### src/rtl/kbd_scan_pkg.sv
package kbd_scan_pkg;
    typedef enum logic [1:0] {
        ST_SCAN,
        ST_CONFIRM,
        ST_REPORT,
        ST_HOLD
    } scan_state_e;
endpackage

### src/rtl/kbd_row_driver.sv
module kbd_row_driver #(
    parameter int ROWS  = 8,
    parameter int IDX_W = $clog2(ROWS)
) (
    input  logic             clk,
    input  logic             rst_n,
    input  logic             advance,
    output logic [IDX_W-1:0] row_idx,
    output logic [ROWS-1:0]  row_n
);
    localparam logic [IDX_W-1:0] LAST_ROW = IDX_W'(ROWS - 1);

    always_ff @(posedge clk or negedge rst_n) begin
        if (!rst_n) begin
            row_idx <= '0;
        end else if (advance) begin
            row_idx <= (row_idx == LAST_ROW) ? '0 : row_idx + 1'b1;
        end
    end

    for (genvar g = 0; g < ROWS; g++) begin : g_row
        assign row_n[g] = (row_idx != IDX_W'(g));
    end
endmodule

### src/rtl/kbd_col_encoder.sv
module kbd_col_encoder #(
    parameter int COLS  = 8,
    parameter int IDX_W = $clog2(COLS)
) (
    input  logic [COLS-1:0]  col_n,
    output logic             any_low,
    output logic [IDX_W-1:0] low_idx
);
    always_comb begin
        low_idx = '0;
        for (int i = COLS - 1; i >= 0; i--) begin
            if (!col_n[i]) begin
                low_idx = IDX_W'(i);
            end
        end
    end

    assign any_low = ~&col_n;
endmodule

### src/rtl/kbd_debounce.sv
module kbd_debounce #(
    parameter int COLS         = 8,
    parameter int STABLE_TICKS = 4,
    parameter int CNT_W        = $clog2(STABLE_TICKS + 1)
) (
    input  logic            clk,
    input  logic            rst_n,
    input  logic            load,
    input  logic            step,
    input  logic [COLS-1:0] col_n,
    output logic            match,
    output logic            last_hit
);
    localparam logic [CNT_W-1:0] FINAL_CNT = CNT_W'(STABLE_TICKS - 1);

    logic [COLS-1:0]  pattern_q;
    logic [CNT_W-1:0] count_q;

    always_ff @(posedge clk or negedge rst_n) begin
        if (!rst_n) begin
            pattern_q <= '1;
            count_q   <= '0;
        end else if (load) begin
            pattern_q <= col_n;
            count_q   <= CNT_W'(1);
        end else if (step) begin
            count_q   <= count_q + 1'b1;
        end
    end

    assign match    = (col_n == pattern_q);
    assign last_hit = (count_q == FINAL_CNT);
endmodule

### src/rtl/keymatrix_scanner.sv
module keymatrix_scanner #(
    parameter int ROWS         = 8,
    parameter int COLS         = 8,
    parameter int STABLE_TICKS = 4,
    parameter int ROW_W        = $clog2(ROWS),
    parameter int COL_W        = $clog2(COLS),
    parameter int CODE_W       = ROW_W + COL_W
) (
    input  logic              clk,
    input  logic              rst_n,
    input  logic              scan_tick,
    input  logic [COLS-1:0]   col_n,
    output logic [ROWS-1:0]   row_n,
    output logic [CODE_W-1:0] key_code,
    output logic              key_valid
);
    import kbd_scan_pkg::*;

    localparam bit SINGLE_SAMPLE = (STABLE_TICKS <= 1);

    scan_state_e      state_q, state_d;
    logic             advance, load, step;
    logic             any_low, match, last_hit;
    logic [ROW_W-1:0] row_idx;
    logic [COL_W-1:0] low_idx;

    kbd_row_driver #(.ROWS(ROWS), .IDX_W(ROW_W)) u_rows (
        .clk     (clk),
        .rst_n   (rst_n),
        .advance (advance),
        .row_idx (row_idx),
        .row_n   (row_n)
    );

    kbd_col_encoder #(.COLS(COLS), .IDX_W(COL_W)) u_cols (
        .col_n   (col_n),
        .any_low (any_low),
        .low_idx (low_idx)
    );

    kbd_debounce #(.COLS(COLS), .STABLE_TICKS(STABLE_TICKS)) u_filter (
        .clk      (clk),
        .rst_n    (rst_n),
        .load     (load),
        .step     (step),
        .col_n    (col_n),
        .match    (match),
        .last_hit (last_hit)
    );

    always_comb begin
        state_d = state_q;
        advance = 1'b0;
        load    = 1'b0;
        step    = 1'b0;
        unique case (state_q)
            ST_SCAN: begin
                if (scan_tick) begin
                    if (any_low) begin
                        load    = 1'b1;
                        state_d = SINGLE_SAMPLE ? ST_REPORT : ST_CONFIRM;
                    end else begin
                        advance = 1'b1;
                    end
                end
            end
            ST_CONFIRM: begin
                if (scan_tick) begin
                    if (match) begin
                        if (last_hit) begin
                            state_d = ST_REPORT;
                        end else begin
                            step = 1'b1;
                        end
                    end else if (any_low) begin
                        load = 1'b1;
                    end else begin
                        advance = 1'b1;
                        state_d = ST_SCAN;
                    end
                end
            end
            ST_REPORT: begin
                state_d = ST_HOLD;
            end
            ST_HOLD: begin
                if (scan_tick && !any_low) begin
                    advance = 1'b1;
                    state_d = ST_SCAN;
                end
            end
            default: state_d = ST_SCAN;
        endcase
    end

    always_ff @(posedge clk or negedge rst_n) begin
        if (!rst_n) begin
            state_q <= ST_SCAN;
        end else begin
            state_q <= state_d;
        end
    end

    always_ff @(posedge clk or negedge rst_n) begin
        if (!rst_n) begin
            key_code  <= '0;
            key_valid <= 1'b0;
        end else begin
            key_valid <= (state_d == ST_REPORT);
            if (state_d == ST_REPORT) begin
                key_code <= {low_idx, row_idx};
            end
        end
    end
endmodule

### config.mk
export PLATFORM = sky130hd
export DESIGN_NAME = keymatrix_scanner
export DESIGN_NICKNAME = d
export VERILOG_FILES = /design/src/rtl/kbd_scan_pkg.sv /design/src/rtl/kbd_row_driver.sv /design/src/rtl/kbd_col_encoder.sv /design/src/rtl/kbd_debounce.sv /design/src/rtl/keymatrix_scanner.sv
export SDC_FILE = /design/constraint.sdc
export NUM_CORES = 1
export LEC_CHECK = 0
export CORE_ASPECT_RATIO = 0.6
export CORE_MARGIN = 3
export CORE_UTILIZATION = 54
export DETAILED_ROUTE_END_ITERATION = 12
export HOLD_SLACK_MARGIN = 0.06
export PLACE_DENSITY_LB_ADDON = 0.08
export SYNTH_ARGS = -nofsm -noshare
export SYNTH_HDL_FRONTEND = slang
export SYNTH_HIERARCHICAL = 1
export SYNTH_SLANG_ARGS = --single-unit
### constraint.sdc
create_clock -name clk -period 3.8 [get_ports clk]
set_input_delay 0.76 -clock clk [delete_from_list [all_inputs] [get_ports clk]]
set_output_delay 0.76 -clock clk [all_outputs]
set_load 0.03 [all_outputs]
### Word-level counts from Yosys, hierarchy flattened

Cells that the tools add are included.

* register bits after elaboration: 23
* input bits: 11
* output and inout port bits: 15
* logic and storage cells: 61

* $add $sub $neg: 2
* equal/unequal tests: 14
* multiplexer cells: 34
* reductions and logical operators: 5

Operators with widths (count)
* 2-to-1 mux 3 bit: 11
* 2-to-1 mux 2 bit: 7
* 2-to-1 mux 1 bit: 13
* inequality test 3 bit, second input constant: 4
* equality test 8 bit: 1
* one-hot mux 2 bit (4 select lines): 1
* AND reduction 8 bit: 1
* adder 3 x 1 -> 3 bit, second input constant: 2
* equality test 2 bit, second input constant: 3
* inequality test 3 x 2 -> 1 bit, second input constant: 2
* equality test 3 x 2 -> 1 bit, second input constant: 1
* equality test 3 bit, second input constant: 1
* inequality test 3 x 1 -> 1 bit, second input constant: 1
* one-hot mux 1 bit (3 select lines): 1
* nonzero test 3 bit: 1
* equality test 2 x 1 -> 1 bit, second input constant: 1
* zero test 2 bit: 1
* one-hot mux 1 bit (2 select lines): 1
* nonzero test 2 bit: 1
* logical AND 1 bit: 1

### Depth between registers and ports, before layout

Gate-level depths: netlist of the first run.

* depth in word-level cells: 8
* gate-level depth with buffers: 8
* gate-level depth less buffers: 8

### Hierarchy

Netlist of the first run, hierarchy kept.

By module, submodules not included
* kbd_debounce: times used 1, cells each 40, area each 568.0 um^2, sequential area each 285.3 um^2
* keymatrix_scanner: times used 1, cells each 32, area each 412.9 um^2, sequential area each 225.2 um^2
* kbd_row_driver: times used 1, cells each 26, area each 226.5 um^2, sequential area each 75.1 um^2
* kbd_col_encoder: times used 1, cells each 15, area each 73.8 um^2, sequential area each 0.0 um^2

### Worst setup path after synthesis of the first run

Ideal clock, no wire load.

* kind: input -> register
* from: input col_n[2]
* to: register u_filter.count_q[1]
* setup time: 0.119 ns
* data arrival time: 2.034 ns
* required time: 3.681 ns
* slack: 1.647 ns
* stages on the path: 7
* path buffers: 0
* path through: xnor2_1 > nand4_1 > nor2_1 > or2b_1 > nor3_1 > mux2i_1 > nor2_1

* elaborated cells between the ends (all ways): 12
* classes of those cells: 1 x eq/ne; 9 x mux; 2 x reduce/logical

RTL lines
* start, declared: RTL line keymatrix_scanner.sv:12 `input logic [COLS-1:0] col_n,`
* equality test 8 bit: RTL line kbd_debounce.sv:31 `assign match = (col_n == pattern_q);`
* via match: RTL line keymatrix_scanner.sv:23 `logic any_low, match, last_hit;`
* 2-to-1 mux 1 bit: RTL line keymatrix_scanner.sv:69 `if (match) begin`
* 2-to-1 mux 1 bit: RTL line keymatrix_scanner.sv:68 `if (scan_tick) begin`
* 2-to-1 mux 1 bit: RTL line keymatrix_scanner.sv:56 `unique case (state_q)`
* via step: RTL line keymatrix_scanner.sv:22 `logic advance, load, step;`
* nonzero test 2 bit (no source line)
* end signal, assigned: RTL line kbd_debounce.sv:27 `count_q <= count_q + 1'b1;`
* end, declared: RTL line kbd_debounce.sv:17 `logic [CNT_W-1:0] count_q;`

The timed path passes the listed nets, and every way through them passes these cells.
A chain may end at the register's enable or synchronous reset.

### Worst setup path after layout of the first run

* from: input col_n[5]
* to: register u_filter.count_q[1]

Same word-level chain as after synthesis.

==> summary.txt, run 1 <==
outcome -> finished clean
Total Neg Setup Slack -> 0 ns
number of max-slew violations in the final report -> 0
fraction of layout instances using a drive strength above 1 -> 0.2057
placeable core region -> 2042 um^2
half-perimeter wire length after detailed placement -> 2195 um
max-capacitance violation count -> 0
max_slew headroom -> 0.3282
Die W -> 68.89 um
clock slew at the register clock pins of the worst setup and hold paths -> 0.07 ns
leading cell types by total area after synthesis -> sky130_fd_sc_hd__dfrtp_1, sky130_fd_sc_hd__dfstp_2, sky130_fd_sc_hd__mux2_4, sky130_fd_sc_hd__ha_1, sky130_fd_sc_hd__mux2_2
Crit path arrival time -> 2.95 ns
number of antenna violations at the first check in global routing -> 0
pin count of the biggest net entering global routing -> 24
Synth Net Count -> 132
number of buffers inserted by post-CTS setup repair -> 0
final hold slack -> 0.5107 ns
via count of the first global-routing pass -> 915
overall via count from detail_route -> 935
count of hold-fix buffers inserted at cts -> 0
Post-layout nets -> 161
CTS-repair resized insts -> 0
DRC violation total after the first TritonRoute iteration -> 90
gate count of the mapped netlist -> 113
Sinks on Clock Net -> 23
minimum clock period -> 2.825 ns
share of synthesized area occupied by flip-flops and latches -> 0.4570
area leader, netlist -> sky130_fd_sc_hd__dfrtp_1
die area -> 3012 um^2
highest fanout seen on the critical path -> 5
critical setup path kind -> input pin to flop
worst-margin pin slew -> 1.005 ns
number of buffers inserted during clock tree synthesis -> 3
routability congestion estimate from global placement -> 0.8038
post-synthesis cell type count -> 30
effective utilization at floorplan -> 0.6275
Syn Area/Cell -> 11.34 um^2
Final setup violation count -> 0
number of hold violations in the final report -> 0
final wirelength -> 2918 um
area growth from synthesis to layout -> 25.49%
Placement Cell Area -> 1563 um^2
yosys warns -> 6
First-pass DRT Iterations -> 4
leading cell types in the layout, fill and taps excluded -> sky130_fd_sc_hd__clkdlybuf4s50_1, sky130_fd_sc_hd__dfrtp_1, sky130_fd_sc_hd__nand2_1
average wire length per cell after detail routing -> 17.27 um
global-route wire length before repair -> 4629 um
worst voltage drop across the vdd grid -> 242.6 uV
TritonCTS clock tree -> done
leading cell type in the layout, fill and taps excluded -> sky130_fd_sc_hd__clkdlybuf4s50_1
cell chosen for the clock root -> sky130_fd_sc_hd__clkbuf_8
Critical Path RT -> 3.93 ns
Vert. Die Dim -> 43.73 um
period utilization -> 0.7433
Placement Rows -> 12
area share of the leading cell type in the synthesized netlist -> 0.2930
finished layout cell area -> 1608 um^2
number of remaining DRC errors -> 0
kind of end point of the critical path -> flop
vias per cell -> 5.533
remaining antenna violation count -> 0
RSZ-0062 raised after global routing -> no
Pwr per Cell Area -> 326.5 nW/um^2
launching element type of the critical path -> input pin
residual overflow from global routing -> 0
largest clock skew in the final design -> 0.005608 ns
Post-Synthesis Cell Area -> 1281 um^2
post-synthesis register bit count -> 23
I/O pin count -> 26
CTS HTree Levels -> 1
Fmax achieved -> 0.3540 GHz
later-pin clock latency in the skew report -> 0.26 ns
Max Root-Sink Buffers -> 2
leakage -> 0.0007005 uW
number of antenna repair diodes -> 0
class of the tightest hold or removal check -> flop to flop
global router's overall resource usage -> 0.2124
number of buffer cells added on primary ports -> 25
## cell type report
| type | count | area, um^2 |
|---|---|---|
| multi-input cells | 80 | 654.4 |
| inverters | 8 | 30.03 |
| fillers | 137 | 434.2 |
| flip-flops and latches | 23 | 585.6 |
| well taps | 28 | 35.03 |
| repair buffers | 26 | 257.7 |
| clock buffers | 4 | 45.04 |
## worst max-delay path, cell delays in order
cell                              delay (ns)
sky130_fd_sc_hd__clkdlybuf4s50_1        0.59
sky130_fd_sc_hd__xnor2_1                0.18
sky130_fd_sc_hd__nand4_1                0.11
sky130_fd_sc_hd__nor2_1                 0.26
sky130_fd_sc_hd__or2b_1                 0.27
sky130_fd_sc_hd__nor3_1                 0.46
sky130_fd_sc_hd__mux2i_1                0.27
sky130_fd_sc_hd__nor2_1                 0.05
## report_power, final
part           switching [uW]  total [uW]  leakage (uW)  internal (uW)
logic                    51.8         102      0.000404           50.5
clock network            72.3         147     0.0000228           74.7
registers                12.1         276      0.000274            263
## metrics by stage
stage / power [uW] / util / setup slack, ns / cells
floorplan: 335.6 / - / 1.647 / 113
detailed placement: 380.8 / 0.7653 / 0.7461 / 165
global route: 548.1 / 0.7874 / 0.7634 / 169
global placement: 376.0 / 0.7653 / 0.8290 / 165
CTS: 529.0 / 0.7874 / 0.9715 / 169
finish: 524.9 / 0.7874 / 0.9754 / 169
## synth_stat cells (all sizes together)
library cell,number
a211oi,2
a21boi,1
a21oi,3
a31oi,1
a41o,1
a41oi,1
buf,2
dfrtp,15
dfstp,8
ha,8
inv,8
mux2,14
mux2i,1
nand2,14
nand2b,2
nand3b,1
nand4,3
nor2,8
nor2b,1
nor3,2
nor3b,1
o21ai,4
o32a,1
or2b,1
or3b,1
xnor2,9
## per-layer routing
| metal | up-vias | share of wire | track usage | wire [um] |
|---|---|---|---|---|
| li1 | 446 | - | - | - |
| met1 | 446 | 0.49 | 0.3328 | 1420 |
| met2 | 41 | 0.42 | 0.2879 | 1228 |
| met3 | 2 | 0.084 | 0.06736 | 246 |
| met4 | 0 | 0.0079 | 0.03101 | 23 |
| met5 | - | 0 | 0 | 0 |
## state kept, by name, indices dropped and copies added, names as in the netlist
name	flops
u_filter/pattern_q	8
key_code	6
state_q	2
u_filter/count_q	3
key_valid	1
u_rows/row_idx	3
## worst paths after layout
| path | start | to | slack (ns) | cells after the start |
|---|---|---|---|---|
| hold reg to reg | key_code[0] | key_code[0] | 0.51 | 1 |
| max in group asynchronous | rst_n | u_filter/count_q[1] | 2.14 | 1 |
| setup / recovery | col_n[5] | u_filter/count_q[1] | 0.98 | 8 |
| hold / removal | key_code[0] | key_code[0] | 0.51 | 1 |
| min in group asynchronous | rst_n | state_q[0] | 1.05 | 1 |
| setup reg to reg | u_filter/pattern_q[4] | u_filter/count_q[1] | 1.53 | 7 |
## kinds of logic after synthesis
group / after synthesis / share of synthesized area
compound gates: 14 / 0.07226
xor+xnor: 9 / 0.06153
fa+ha+maj: 8 / 0.07813
buf+inv: 10 / 0.03613
flops: 23 / 0.4570
mux: 15 / 0.1514
simple gates: 34 / 0.1436
Note: power is estimated with default switching activity, not from simulation.
==> run 2, diff against run 1 <==
--- a/config.mk
+++ b/config.mk
@@ -7,7 +7,7 @@
 export LEC_CHECK = 0
 export CORE_ASPECT_RATIO = 0.6
 export CORE_MARGIN = 3
-export CORE_UTILIZATION = 54
+export CORE_UTILIZATION = 50
 export DETAILED_ROUTE_END_ITERATION = 12
 export HOLD_SLACK_MARGIN = 0.06
 export PLACE_DENSITY_LB_ADDON = 0.08
==> constraint.sdc (replaced) <==
create_clock -name clk -period 2.93 [get_ports clk]
set_input_delay 0.586 -clock clk [delete_from_list [all_inputs] [get_ports clk]]
set_output_delay 0.586 -clock clk [all_outputs]
set_load 0.03 [all_outputs]
==> run 2 against run 1 <==
  * Sequential power increased by 29%
  * Clock-buffer cell count down 1
  * Global-route usage fell by 4.3 points
  * Critical path type unchanged
==> summary.txt, run 2 (synthesis gave the netlist of run 1 again) <==
outcome -> finished clean
via count of the first global-routing pass -> 834 (-8.9%)
Placement Rows -> 13 (+1)
vias per cell -> 5.133 (-7.2%)
number of max-slew violations in the final report -> 0 (unchanged)
TritonCTS clock tree -> done
ordered cell list for the critical path -> clkdlybuf4s50_1 > xnor2_1 > nand4_1 > nor2_1 > or2b_1 > a21oi_1 > nor3b_1 > or3b_1 > o21ai_0
residual overflow from global routing -> 0 (unchanged)
CTS-repair resized insts -> 0 (unchanged)
Crit Reg-Reg Startpoint -> u_filter/pattern_q[3]
layer carrying the most global-route usage -> met1
kind of end point of the critical path -> flop
Hold Path Cell Cnt -> 1 (unchanged)
Final Total Pwr -> 680.4 uW (+30%)
end point of the most critical hold path -> key_code[0]
fraction of layout instances using a drive strength above 1 -> 0.2238 (+0.01810)
Post-layout nets -> 163 (+1.2%)
Bufs and invs on worst path -> 1 (unchanged)
worst-margin pin slew -> 0.5265 ns (-0.4781 ns)
die area -> 3226 um^2 (+7.1%)
number of antenna violations at the first check in global routing -> 0 (unchanged)
flip-flop count of the largest register after layout -> 8 (unchanged)
max-capacitance violation count -> 0 (unchanged)
remaining antenna violation count -> 0 (unchanged)
Largest regs -> u_filter/pattern_q x8, key_code x6
Sinks on Clock Net -> 23 (unchanged)
register-to-register path setup slack -> 0.81 ns (-0.72 ns)
number of buffer cells added on primary ports -> 25 (unchanged)
leading cell type in the layout, fill and taps excluded -> sky130_fd_sc_hd__clkdlybuf4s50_1
setup slack at placement -> 0.2318 ns (-0.5143 ns)
number of buffers inserted during clock tree synthesis -> 3 (unchanged)
Die W -> 71.35 um (+3.6%)
Critical Path RT -> 3.11 ns (-0.82 ns)
global-route wire length before repair -> 4071 um (-12%)
period utilization -> 0.8474
power share of the sequential group -> 0.522 (-0.003)
overall via count from detail_route -> 888 (-5.0%)
Crit path arrival time -> 2.66 ns (-0.29 ns)
Max Root-Sink Buffers -> 2 (unchanged)
final wirelength -> 2546 um (-13%)
half-perimeter wire length after detailed placement -> 1977 um (-10%)
routability congestion estimate from global placement -> 0.8416 (+4.7%)
r2r worst-path depth -> 8 (+1)
leakage -> 0.0007135 uW (+1.9%)
placeable core region -> 2293 um^2 (+12%)
clock slew at the register clock pins of the worst setup and hold paths -> 0.08 ns (about the same)
min setup slack post-route -> 0.4470 ns (-0.5283 ns)
count of hold-fix buffers inserted at cts -> 0 (unchanged)
Final setup violation count -> 0 (unchanged)
global-route track usage on met1 -> 0.2734 (-0.05944)
pin count of the biggest net entering global routing -> 24 (unchanged)
global router's overall resource usage -> 0.1697 (-0.04275)
global routing usage on met2 -> 0.2135 (-0.07438)
First-pass DRT Iterations -> 4 (unchanged)
later-pin clock latency in the skew report -> 0.26 ns (about the same)
CP max stage delay -> 0.50 ns (-0.09 ns)
highest fanout seen on the critical path -> 6 (+1)
Fmax achieved -> 0.4027 GHz
class of the tightest hold or removal check -> flop to flop
number of remaining DRC errors -> 0 (unchanged)
RSZ-0062 raised after global routing -> no
average wire length per cell after detail routing -> 14.72 um (-15%)
combinational fraction of design power -> 0.193 (-0.002)
DRC violation total after the first TritonRoute iteration -> 109 (+21%)
leading cell types in the layout, fill and taps excluded -> sky130_fd_sc_hd__clkdlybuf4s50_1, sky130_fd_sc_hd__dfrtp_1, sky130_fd_sc_hd__nand2_1
number of hold violations in the final report -> 0 (unchanged)
effective utilization at floorplan -> 0.5586 (-0.06880)
number of antenna repair diodes -> 0 (unchanged)
clock group share of total power -> 0.285 (+0.005)
area growth from synthesis to layout -> 26.95%
slowest stage cell, crit path -> sky130_fd_sc_hd__clkdlybuf4s50_1
finished layout cell area -> 1627 um^2 (+1.2%)
final hold slack -> 0.5077 ns (-0.003061 ns)
worst voltage drop across the vdd grid -> 245.0 uV (+0.99%)
Total Neg Setup Slack -> 0 ns (unchanged)
Top reg by flops -> u_filter/pattern_q
minimum clock period -> 2.483 ns
largest clock skew in the final design -> 0.002463 ns (-0.003144 ns)
I/O pin count -> 26 (unchanged)
launching element type of the critical path -> input pin
Internal Pwr Total -> 502.6 uW (+29%)
cell chosen for the clock root -> sky130_fd_sc_hd__clkbuf_8
Pwr per Cell Area -> 418.3 nW/um^2 (+28%)
fill cell instance count of the final layout -> 164 (+20%)
kind of cell adding the most delay to the critical path -> simple AND/OR/NAND/NOR gates
critical register-to-register path endpoint -> u_rows/row_idx[0]
critical setup path kind -> input pin to flop
CTS HTree Levels -> 1 (unchanged)
switching power -> 177.7 uW (+31%)
Placement Cell Area -> 1580 um^2 (+1.1%)
GR Util met3 -> 0.06222 (-0.005135)
number of buffers inserted by post-CTS setup repair -> 0 (unchanged)
fraction of power spent switching nets -> 0.2612 (+0.001816)
max_slew headroom -> 0.6482 (+0.3200)
worst hold start -> key_code[0]
Vert. Die Dim -> 45.21 um (+3.4%)
[run 2: worst reg2reg max path, cell delays in order, from the launching register on]
cell	delay (ns)
sky130_fd_sc_hd__dfstp_2	0.54
sky130_fd_sc_hd__xnor2_1	0.10
sky130_fd_sc_hd__nand4_1	0.11
sky130_fd_sc_hd__nor2_1	0.09
sky130_fd_sc_hd__or2b_1	0.17
sky130_fd_sc_hd__a21oi_1	0.06
sky130_fd_sc_hd__nor3b_1	0.46
sky130_fd_sc_hd__or3b_1	0.40
sky130_fd_sc_hd__o21ai_0	0.09
[run 2: power groups by stage]
| stage | combinational (uW) | clock (uW) | sequential (uW) |
|---|---|---|---|
| finish | 131 | 194 | 355 |
| global route | 141 | 219 | 357 |
| CTS | 131 | 202 | 355 |
| detailed placement | 130 | 0 | 361 |
| global placement | 129 | 0 | 361 |
| floorplan | 77.8 | 0 | 357 |
[run 2: worst max path at each step]
stage / from / endpoint / depth (start not counted)
after floorplan: col_n[2] / u_filter/count_q[1] / 7
after global placement: col_n[5] / u_filter/count_q[1] / 9
after detailed placement: col_n[5] / u_rows/row_idx[0] / 9
after CTS: u_rows/row_idx[0] / row_n[7] / 4
after global routing: col_n[5] / u_rows/row_idx[0] / 9
final: col_n[5] / u_rows/row_idx[0] / 9
[run 2: metal layers]
metal  vias up  wire length (um)
met5         -                 0
li1        448                 -
met1       411              1404
met3         2               153
met4         0                 6
met2        27               981
[run 2: area by class of cell]
cell class | instances | area (um^2) | area share
Timing Repair Buffer | 28 | 272.8 | 0.1677
Sequential cell | 23 | 585.6 | 0.3600
Clock buffer | 3 | 41.29 | 0.02538
Clock inverter | 1 | 5.005 | 0.003077
Multi-Input combinational cell | 80 | 654.4 | 0.4023
Inverter | 8 | 30.03 | 0.01846
Tap cell | 30 | 37.54 | 0.02308
[run 2: stage by stage]
step / instances / utilization
2_1_floorplan: 113 / -
3_3_place_gp: 169 / 0.6890
3_5_place_dp: 169 / 0.6890
4_1_cts: 173 / 0.7092
5_1_grt: 173 / 0.7092
6_report: 173 / 0.7092
